<file path="src/rtl/mcc_pkg.sv">
package mcc_pkg;
  typedef enum logic [1:0] {
    RATE_MULT = 2'b00,
    RATE_RSVD = 2'b01,
    RATE_PASS = 2'b10,
    RATE_SLOW = 2'b11
  } rate_sel_e;

  typedef struct packed {
    rate_sel_e sel;
    logic      mul4;
  } rate_cfg_t;

  localparam rate_cfg_t CFG_RESET = '{sel: RATE_PASS, mul4: 1'b0};
endpackage

</file>
<file path="src/rtl/mcc_rate_cfg.sv">
module mcc_rate_cfg
  import mcc_pkg::*;
(
  input  logic      clk,
  input  logic      rst_n,
  input  logic      wr_en,
  input  logic [1:0] wr_div,
  input  logic      wr_mul4,
  input  logic      cyc_end,
  output rate_cfg_t act_cfg,
  output rate_cfg_t pend_cfg,
  output logic      pend_vld,
  output logic      pend_arm
);
  rate_cfg_t act_q, act_d, pend_q, pend_d;
  logic      vld_q, vld_d, arm_q, arm_d;
  logic      wr_ok;

  assign wr_ok = wr_en && (rate_sel_e'(wr_div) != RATE_RSVD);

  always_comb begin
    act_d  = act_q;
    pend_d = pend_q;
    vld_d  = vld_q;
    arm_d  = arm_q;
    if (cyc_end && vld_q) begin
      if (arm_q) begin
        act_d = pend_q;
        vld_d = 1'b0;
        arm_d = 1'b0;
      end else begin
        arm_d = 1'b1;
      end
    end
    if (wr_ok) begin
      pend_d = '{sel: rate_sel_e'(wr_div), mul4: wr_mul4};
      vld_d  = 1'b1;
      arm_d  = 1'b0;
    end
  end

  always_ff @(posedge clk or negedge rst_n) begin
    if (!rst_n) begin
      act_q  <= CFG_RESET;
      pend_q <= CFG_RESET;
      vld_q  <= 1'b0;
      arm_q  <= 1'b0;
    end else begin
      act_q  <= act_d;
      pend_q <= pend_d;
      vld_q  <= vld_d;
      arm_q  <= arm_d;
    end
  end

  assign act_cfg  = act_q;
  assign pend_cfg = pend_q;
  assign pend_vld = vld_q;
  assign pend_arm = arm_q;
endmodule

</file>
<file path="src/rtl/mcc_prescaler.sv">
module mcc_prescaler
  import mcc_pkg::*;
#(
  parameter int P_MUL4 = 1,
  parameter int P_MUL2 = 2,
  parameter int P_PASS = 4,
  parameter int P_SLOW = 1024
) (
  input  logic      clk,
  input  logic      rst_n,
  input  rate_cfg_t act_cfg,
  output logic      tick
);
  localparam int CW = (P_SLOW > 2) ? $clog2(P_SLOW) : 1;

  logic [CW:0]   period;
  logic [CW-1:0] last;
  logic [CW-1:0] cnt_q, cnt_d;

  always_comb begin
    unique case (act_cfg.sel)
      RATE_MULT: period = act_cfg.mul4 ? (CW+1)'(P_MUL4) : (CW+1)'(P_MUL2);
      RATE_SLOW: period = (CW+1)'(P_SLOW);
      default:   period = (CW+1)'(P_PASS);
    endcase
  end

  assign last = CW'(period - 1'b1);
  assign tick = (cnt_q == last);

  always_comb begin
    cnt_d = tick ? '0 : cnt_q + 1'b1;
  end

  always_ff @(posedge clk or negedge rst_n) begin
    if (!rst_n) cnt_q <= '0;
    else        cnt_q <= cnt_d;
  end
endmodule

</file>
<file path="src/rtl/mcc_state_gen.sv">
module mcc_state_gen #(
  parameter int NSTATE = 4,
  localparam int SW = (NSTATE > 1) ? $clog2(NSTATE) : 1
) (
  input  logic          clk,
  input  logic          rst_n,
  input  logic          tick,
  output logic [SW-1:0] state,
  output logic          cyc_end
);
  localparam logic [SW-1:0] LAST = SW'(NSTATE - 1);

  logic [SW-1:0] st_q, st_d;
  logic          at_last;

  assign at_last = (st_q == LAST);
  assign cyc_end = tick && at_last;

  always_comb begin
    st_d = st_q;
    if (tick) st_d = at_last ? '0 : st_q + 1'b1;
  end

  always_ff @(posedge clk or negedge rst_n) begin
    if (!rst_n) st_q <= '0;
    else        st_q <= st_d;
  end

  assign state = st_q;
endmodule

</file>
<file path="src/rtl/mcc_clkctl.sv">
module mcc_clkctl
  import mcc_pkg::*;
#(
  parameter int P_MUL4 = 1,
  parameter int P_MUL2 = 2,
  parameter int P_PASS = 4,
  parameter int P_SLOW = 1024,
  parameter int NSTATE = 4,
  localparam int SW = (NSTATE > 1) ? $clog2(NSTATE) : 1
) (
  input  logic          clk_ref,
  input  logic          rst_n,
  input  logic          wr_en,
  input  logic [1:0]    wr_div,
  input  logic          wr_mul4,
  output logic          sysclk_en,
  output logic [SW-1:0] mc_state,
  output logic          mc_end
);
  rate_cfg_t act_cfg, pend_cfg;
  logic      pend_vld, pend_arm;
  logic      tick;

  mcc_rate_cfg u_cfg (
    .clk(clk_ref), .rst_n(rst_n),
    .wr_en(wr_en), .wr_div(wr_div), .wr_mul4(wr_mul4),
    .cyc_end(mc_end),
    .act_cfg(act_cfg), .pend_cfg(pend_cfg),
    .pend_vld(pend_vld), .pend_arm(pend_arm)
  );

  mcc_prescaler #(
    .P_MUL4(P_MUL4), .P_MUL2(P_MUL2), .P_PASS(P_PASS), .P_SLOW(P_SLOW)
  ) u_pre (
    .clk(clk_ref), .rst_n(rst_n), .act_cfg(act_cfg), .tick(tick)
  );

  mcc_state_gen #(.NSTATE(NSTATE)) u_st (
    .clk(clk_ref), .rst_n(rst_n), .tick(tick),
    .state(mc_state), .cyc_end(mc_end)
  );

  assign sysclk_en = tick;
endmodule

</file>
<file path="config.mk">
export PLATFORM = sky130hd
export DESIGN_NAME = mcc_clkctl
export DESIGN_NICKNAME = d
export VERILOG_FILES = /design/src/rtl/mcc_pkg.sv /design/src/rtl/mcc_rate_cfg.sv /design/src/rtl/mcc_prescaler.sv /design/src/rtl/mcc_state_gen.sv /design/src/rtl/mcc_clkctl.sv
export SDC_FILE = /design/constraint.sdc
export NUM_CORES = 1
export LEC_CHECK = 0
export BUFFER_PORTS_ARGS = -buffer_cell sky130_fd_sc_hd__buf_2
export CORE_UTILIZATION = 55
export DETAILED_ROUTE_END_ITERATION = 6
export PLACE_DENSITY_LB_ADDON = 0.25
export SETUP_SLACK_MARGIN = 0.15
export SYNTH_ARGS = -nofsm -noshare
export SYNTH_HDL_FRONTEND = slang
export SYNTH_SLANG_ARGS = --single-unit
</file>
<file path="constraint.sdc">
create_clock -name clk_ref -period 3.55 [get_ports clk_ref]
set_input_delay 0.5325 -clock clk_ref [delete_from_list [all_inputs] [get_ports clk_ref]]
set_output_delay 0.5325 -clock clk_ref [all_outputs]
set_load 0.01 [all_outputs]
</file>
==> results.yml, run 1 <==
clock_tree:
  cts_root_buffer: "clkbuf_4"
  clock_latency_ps: 290
  cts_sinks: 20
  ctsHoldBuffers: 0
  cts_tree: "built"
  cts_resized: 0
  htreeDepth: 1
  clk_pin_slew_ps: 110
  max-clock-path-buffers: 2
  cts_buffers: 3
detailed_routing:
  num_vias: 732
  drt-total-wl_um: 1810
  viasPerCell: 5.27
  drtAntennaViolNets: 0
  drt_iter0_markers: 8
  remaining_drc_errors: 0
  drt-wirelength-per-cell_um: 13.0
  first_pass_iters: 4
floorplan:
  num_rows: 15
  io-pin-count: 10
  start_util: 0.605
  dieHeight_um: 46.1
  die_width_um: 46.1
  die-area_um2: 2120
  coreArea_um2: 1760
finish:
  drive_above_1_share: 0.202
  final_net_count: 127
  utilization: 0.672
  areaGrowthSynthToFinish_pct: 11.0
  final_cell_mix: "dfrtp_1 (18), nor2_1 (10), buf_2 (9)"
  antennaDiodeCount: 0
  layout_commonest_cell: "dfrtp_1"
worst_setup_path:
  crit_required_ps: 3020
  crit_fanout: 7
  regToRegSetupSlack_ps: 870
  r2r-start: "u_cfg.act_cfg[1]"
  worstSetupPathType: "flip-flop to output port"
  ff2ff_path_depth: 10
  cp.arrival_ps: 2650
  start_kind: "flip-flop"
  worst_setup_path_end_kind: "output port"
  worst_r2r_endpoint: "u_cfg.act_cfg[0]"
job:
  cap_violations: 0
yosys:
  muxShareOfSynthArea: 0.0821
  ys_seq_area_frac: 0.471
  synth-xor-area-share: 0.0903
  syn-num-nets: 111
  ys_warn_count: 0
  synthSimpleGateAreaFrac: 0.220
  avgSynthCellArea_um2: 10.8
  synth-compound-area-share: 0.0410
  synth_area_um2: 1070
  synthAdderAreaFrac: 0.0703
  syn_inst: 99
  synth_top_family_by_area: "simple AND/OR/NAND/NOR gates"
  synth.distinct_cells: 30
  ys_seq_elements: 20
sta:
  worst_pin_slew_ps: 504
  slew-limit-headroom: 0.662
  final-setup-viol-count: 0
  rsz0062_at_grt: "no"
  hold_viol: 0
  period_minus_slack_ps: 3180
  drv_slew: 0
  finalClockSkew_ps: 7.10
  final.period_utilization: 0.897
  fin_setup_tns_ps: 0
  fmax_mhz: 314
power_and_ir_drop:
  power_density_nw_per_um2: 826
  vdd_drop_max_mv: 0.533
  p_leak_uw: 0.000564
global_route:
  grtUsageTotal: 0.221
  grt_pass1_vias: 708
  grt_pass1_wl_um: 3220
  grt.overflow.total: 0
  grt_max_degree: 21
  antenna_found_initial: 0
place:
  dpl.hpwl_um: 1330
  portBuffers: 9
  gp_congestion: 0.782
min_path:
  hold_class: "input port to asynchronous set/reset pin"
status:
  status: "complete, no violations"
## state kept, by name, summed over array words and instances (netlist names)
register	count
u_pre.cnt_q	10
u_cfg.act_cfg	3
u_cfg.pend_cfg	3
u_st.state	2
u_cfg.pend_arm	1
u_cfg.pend_vld	1
## stage by stage
| step | area, um2 | cells | worst slack, ps | hold WS (ps) | total power [uW] |
|---|---|---|---|---|---|
| 6_report | 1180 | 139 | 366 | 160 | 979 |
| 3_5_place_dp | 1150 | 134 | 608 | 452 | 841 |
| 2_1_floorplan | 1070 | 99 | 811 | 237 | 709 |
| 4_1_cts | 1180 | 138 | 253 | 170 | 957 |
| 3_3_place_gp | 1150 | 134 | 680 | 451 | 828 |
| 5_1_grt | 1180 | 139 | 183 | 194 | 1060 |
## cells in the mapped netlist, drive strengths merged
cell type  count  area share
dfrtp         18        0.42
nor2          10       0.035
nand2          8       0.028
xor2           7       0.057
ha             6       0.070
mux2           6       0.063
inv            5       0.018
and3           4       0.023
nand3          4       0.019
xnor2          4       0.033
nand4          3       0.018
nor2b          3       0.018
nor4           3       0.032
dfstp          2       0.049
mux2i          2       0.019
nand2b         2       0.012
nor3           2       0.014
o21ai          2      0.0094
a2111o         1       0.011
a21boi         1      0.0070
a41oi          1      0.0082
and2           1      0.0059
and3b          1      0.0082
and4           1      0.0082
buf            1      0.0070
o22ai          1      0.0059
## critical path: stages (launching register included)
cell	delay, ps
dfrtp_1	410
inv_1	60
ha_1	210
nand2_1	90
ha_1	210
ha_1	210
xor2_1	170
a2111o_1	410
nor3_2	160
buf_4	180
and2_1	130
buf_2	120
## power breakdown
group | leakage, uW | switching [uW] | internal, uW | total, uW
logic | 0.000301 | 274 | 241 | 515
registers | 0.000248 | 67.8 | 289 | 357
clock network | 0.0000150 | 63.1 | 43.7 | 107
## routing by layer
metal	track usage	vias up	part of all wire
li1	-	372	-
met1	0.305	352	0.48
met2	0.346	6	0.50
met3	0.0235	2	0.020
met4	0.106	0	0.0072
met5	0	-	0
## what timing repair did
item                       4_1_cts  5_1_grt
hold endpoints to repair         0        0
buffers inserted                 0        1
setup endpoints to repair        0        1
## worst max path at each step
stage | startpoint | to | slack, ps | cells past startpoint
6_report | u_cfg.act_cfg[1] | mc_end | 370 | 11
5_1_grt | u_cfg.act_cfg[1] | mc_end | 180 | 11
4_1_cts | u_cfg.act_cfg[2] | mc_end | 250 | 11
3_5_place_dp | u_cfg.act_cfg[2] | mc_end | 610 | 11
3_3_place_gp | u_cfg.act_cfg[2] | mc_end | 680 | 11
2_1_floorplan | u_cfg.act_cfg[2] | sysclk_en | 810 | 9
## cell type report
type / instances / area [um2]
Timing Repair Buffer: 12 / 67.6
Sequential cell: 20 / 503
Inverter: 5 / 18.8
Fill cell: 164 / 579
Tap cell: 25 / 31.3
Clock buffer: 4 / 26.3
Multi-Input combinational cell: 73 / 538
## kinds of logic (layout without fill, tap and decap cells)
kind of cell	Yosys count	after routing
and+or+nand+nor	42	42
DFF	20	20
xor gates and xnor gates	11	11
muxes	8	8
adders and majority gates	6	6
AOI/OAI and AO/OA	6	6
buffers and inverters	6	21
No activity file was read; power rests on OpenSTA's default activity.
==> run 2, diff against run 1 <==
--- a/config.mk
+++ b/config.mk
@@ -6,6 +6,7 @@
 export NUM_CORES = 1
 export LEC_CHECK = 0
 export BUFFER_PORTS_ARGS = -buffer_cell sky130_fd_sc_hd__buf_2
+export CORE_MARGIN = 2
 export CORE_UTILIZATION = 55
 export DETAILED_ROUTE_END_ITERATION = 6
 export PLACE_DENSITY_LB_ADDON = 0.25
==> run 2 against run 1 <==
- clock power up 5%
- sequential share of layout area down 0.62 points
- global-route usage down 2.4 points
- highest routed layer unchanged
- largest power group unchanged
- routed wire length up 0.44%
==> results.yml, run 2 (same netlist as run 1, synthesis figures left out) <==
worst_setup_path:
  worstSetupPathType: "flip-flop to output port"
  cp_slowest_cell: "dfstp_2"
  r2r-start: "u_cfg.act_cfg[2]"
  crit_path_max_incr_delay_ps: 560
  start_kind: "flip-flop"
  worst_r2r_endpoint: "u_st.state[1]"
  cp.arrival_ps: 2730
  ff2ff_path_depth: 10
  worst_setup_path_end_kind: "output port"
  crit_fanout: 5
  crit_required_ps: 3020
  crit_path_frequent_cell: "inv_1"
  worstPathCellList: "inv_1, ha_2, inv_1, ha_1, xor2_1, a2111o_1, nor3_2, buf_4, and2_1, buf_2"
  regToRegSetupSlack_ps: 850
power_and_ir_drop:
  power_density_nw_per_um2: 831
  p_leak_uw: 0.000572
  vdd_drop_max_mv: 0.452
  finalPower_uw: 999
sta:
  fmax_mhz: 307
  final-setup-viol-count: 0
  period_minus_slack_ps: 3260
  fin_setup_tns_ps: 0
  hold_viol: 0
  whs_ps: 154
  finalClockSkew_ps: 6.62
  drv_slew: 0
  slew-limit-headroom: 0.659
  final.period_utilization: 0.918
  worst_pin_slew_ps: 509
  rsz0062_at_grt: "no"
place:
  dpl.hpwl_um: 1330
  portBuffers: 9
  gp_congestion: 0.754
  placed_cells: 134
detailed_routing:
  num_vias: 746
  drt-wirelength-per-cell_um: 12.9
  drt_iter0_markers: 8
  drtAntennaViolNets: 0
  remaining_drc_errors: 0
  first_pass_iters: 4
  viasPerCell: 5.29
  drt-total-wl_um: 1810
finish:
  instances_no_fill: 141
  final_cell_mix: "dfrtp_1 (18), nor2_1 (10), buf_2 (9)"
  top_register: "u_pre.cnt_q"
  num-fill-cells: 147
  layout_commonest_cell: "dfrtp_1"
  areaGrowthSynthToFinish_pct: 12.7
  drive_above_1_share: 0.224
  final_net_count: 129
  antennaDiodeCount: 0
  largest_register_ffs: 10
global_route:
  grt_max_degree: 21
  grt.overflow.total: 0
  antenna_found_initial: 0
  grt_pass1_vias: 714
  grtUsageTotal: 0.197
  grt_pass1_wl_um: 3060
clock_tree:
  cts_tree: "built"
  clock_latency_ps: 300
  max-clock-path-buffers: 2
  cts_sinks: 20
  cts_root_buffer: "clkbuf_4"
  cts_buffers: 3
  htreeDepth: 1
  clk_pin_slew_ps: 110
floorplan:
  die_width_um: 48.1
  coreArea_um2: 1780
  num_rows: 15
  dieHeight_um: 48.1
  die-area_um2: 2310
  io-pin-count: 10
  start_util: 0.599
status:
  status: "complete, no violations"
job:
  cap_violations: 0
min_path:
  hold_class: "input port to asynchronous set/reset pin"
[run 2: cell count changes in the layout (fill, tap and decap cells not counted), sizes merged]
cell / before / now
buf: 12 / 14
[run 2: worst max path at each step]
stage	cells after the start	to	start
detailed placement	11	mc_end	u_cfg.act_cfg[2]
global route	11	mc_end	u_cfg.act_cfg[1]
floorplan	9	sysclk_en	u_cfg.act_cfg[2]
global placement	11	mc_end	u_cfg.act_cfg[2]
finish	10	mc_end	u_cfg.act_cfg[2]
CTS	11	mc_end	u_cfg.act_cfg[2]
[run 2: through the flow]
step | area [um2] | setup WS, ps | utilization
detailed placement | 1150 | 592 | 0.646
global placement | 1150 | 669 | 0.646
CTS | 1180 | 243 | 0.660
finish | 1200 | 292 | 0.674
global route | 1200 | 146 | 0.674
floorplan | 1070 | 811 | -
[run 2: final cells by class]
class,instances,area (um2),area share
sequential,20,503,0.418
multi-input combinational,73,541,0.450
timing repair buffer,14,82.6,0.0687
tap,25,31.3,0.0260
inverter,5,18.8,0.0156
clock buffer,4,26.3,0.0219
[run 2: timing repair]
action	4_1_cts	5_1_grt
hold endpoints to repair	0	0
resized for setup	0	1
hold buffers	0	0
endpoints found under the setup margin	0	1
setup buffers	0	3
[run 2: where the power goes]
| part | total [uW] | switching [uW] | leakage [uW] | internal, uW |
|---|---|---|---|---|
| clock | 112 | 68.0 | 0.0000150 | 43.8 |
| sequential | 354 | 65.3 | 0.000248 | 289 |
| combinational | 533 | 270 | 0.000310 | 264 |
[run 2: metal layers]
layer  vias up  wire (um)  global-route usage
met5         -          0                   0
met3         5         53              0.0226
met2        12        829               0.293
li1        378          -                   -
met1       351        879               0.277
met4         0         52               0.114
[run 2: worst max-delay path, delay by kind of cell (launching register included)]
| kind | cells | cell delay, ps |
|---|---|---|
| flops | 1 | 560 |
| xor+xnor | 1 | 170 |
| fa+ha+maj | 2 | 520 |
| buf+inv | 4 | 380 |
| compound gates | 1 | 470 |
| simple gates | 2 | 330 |
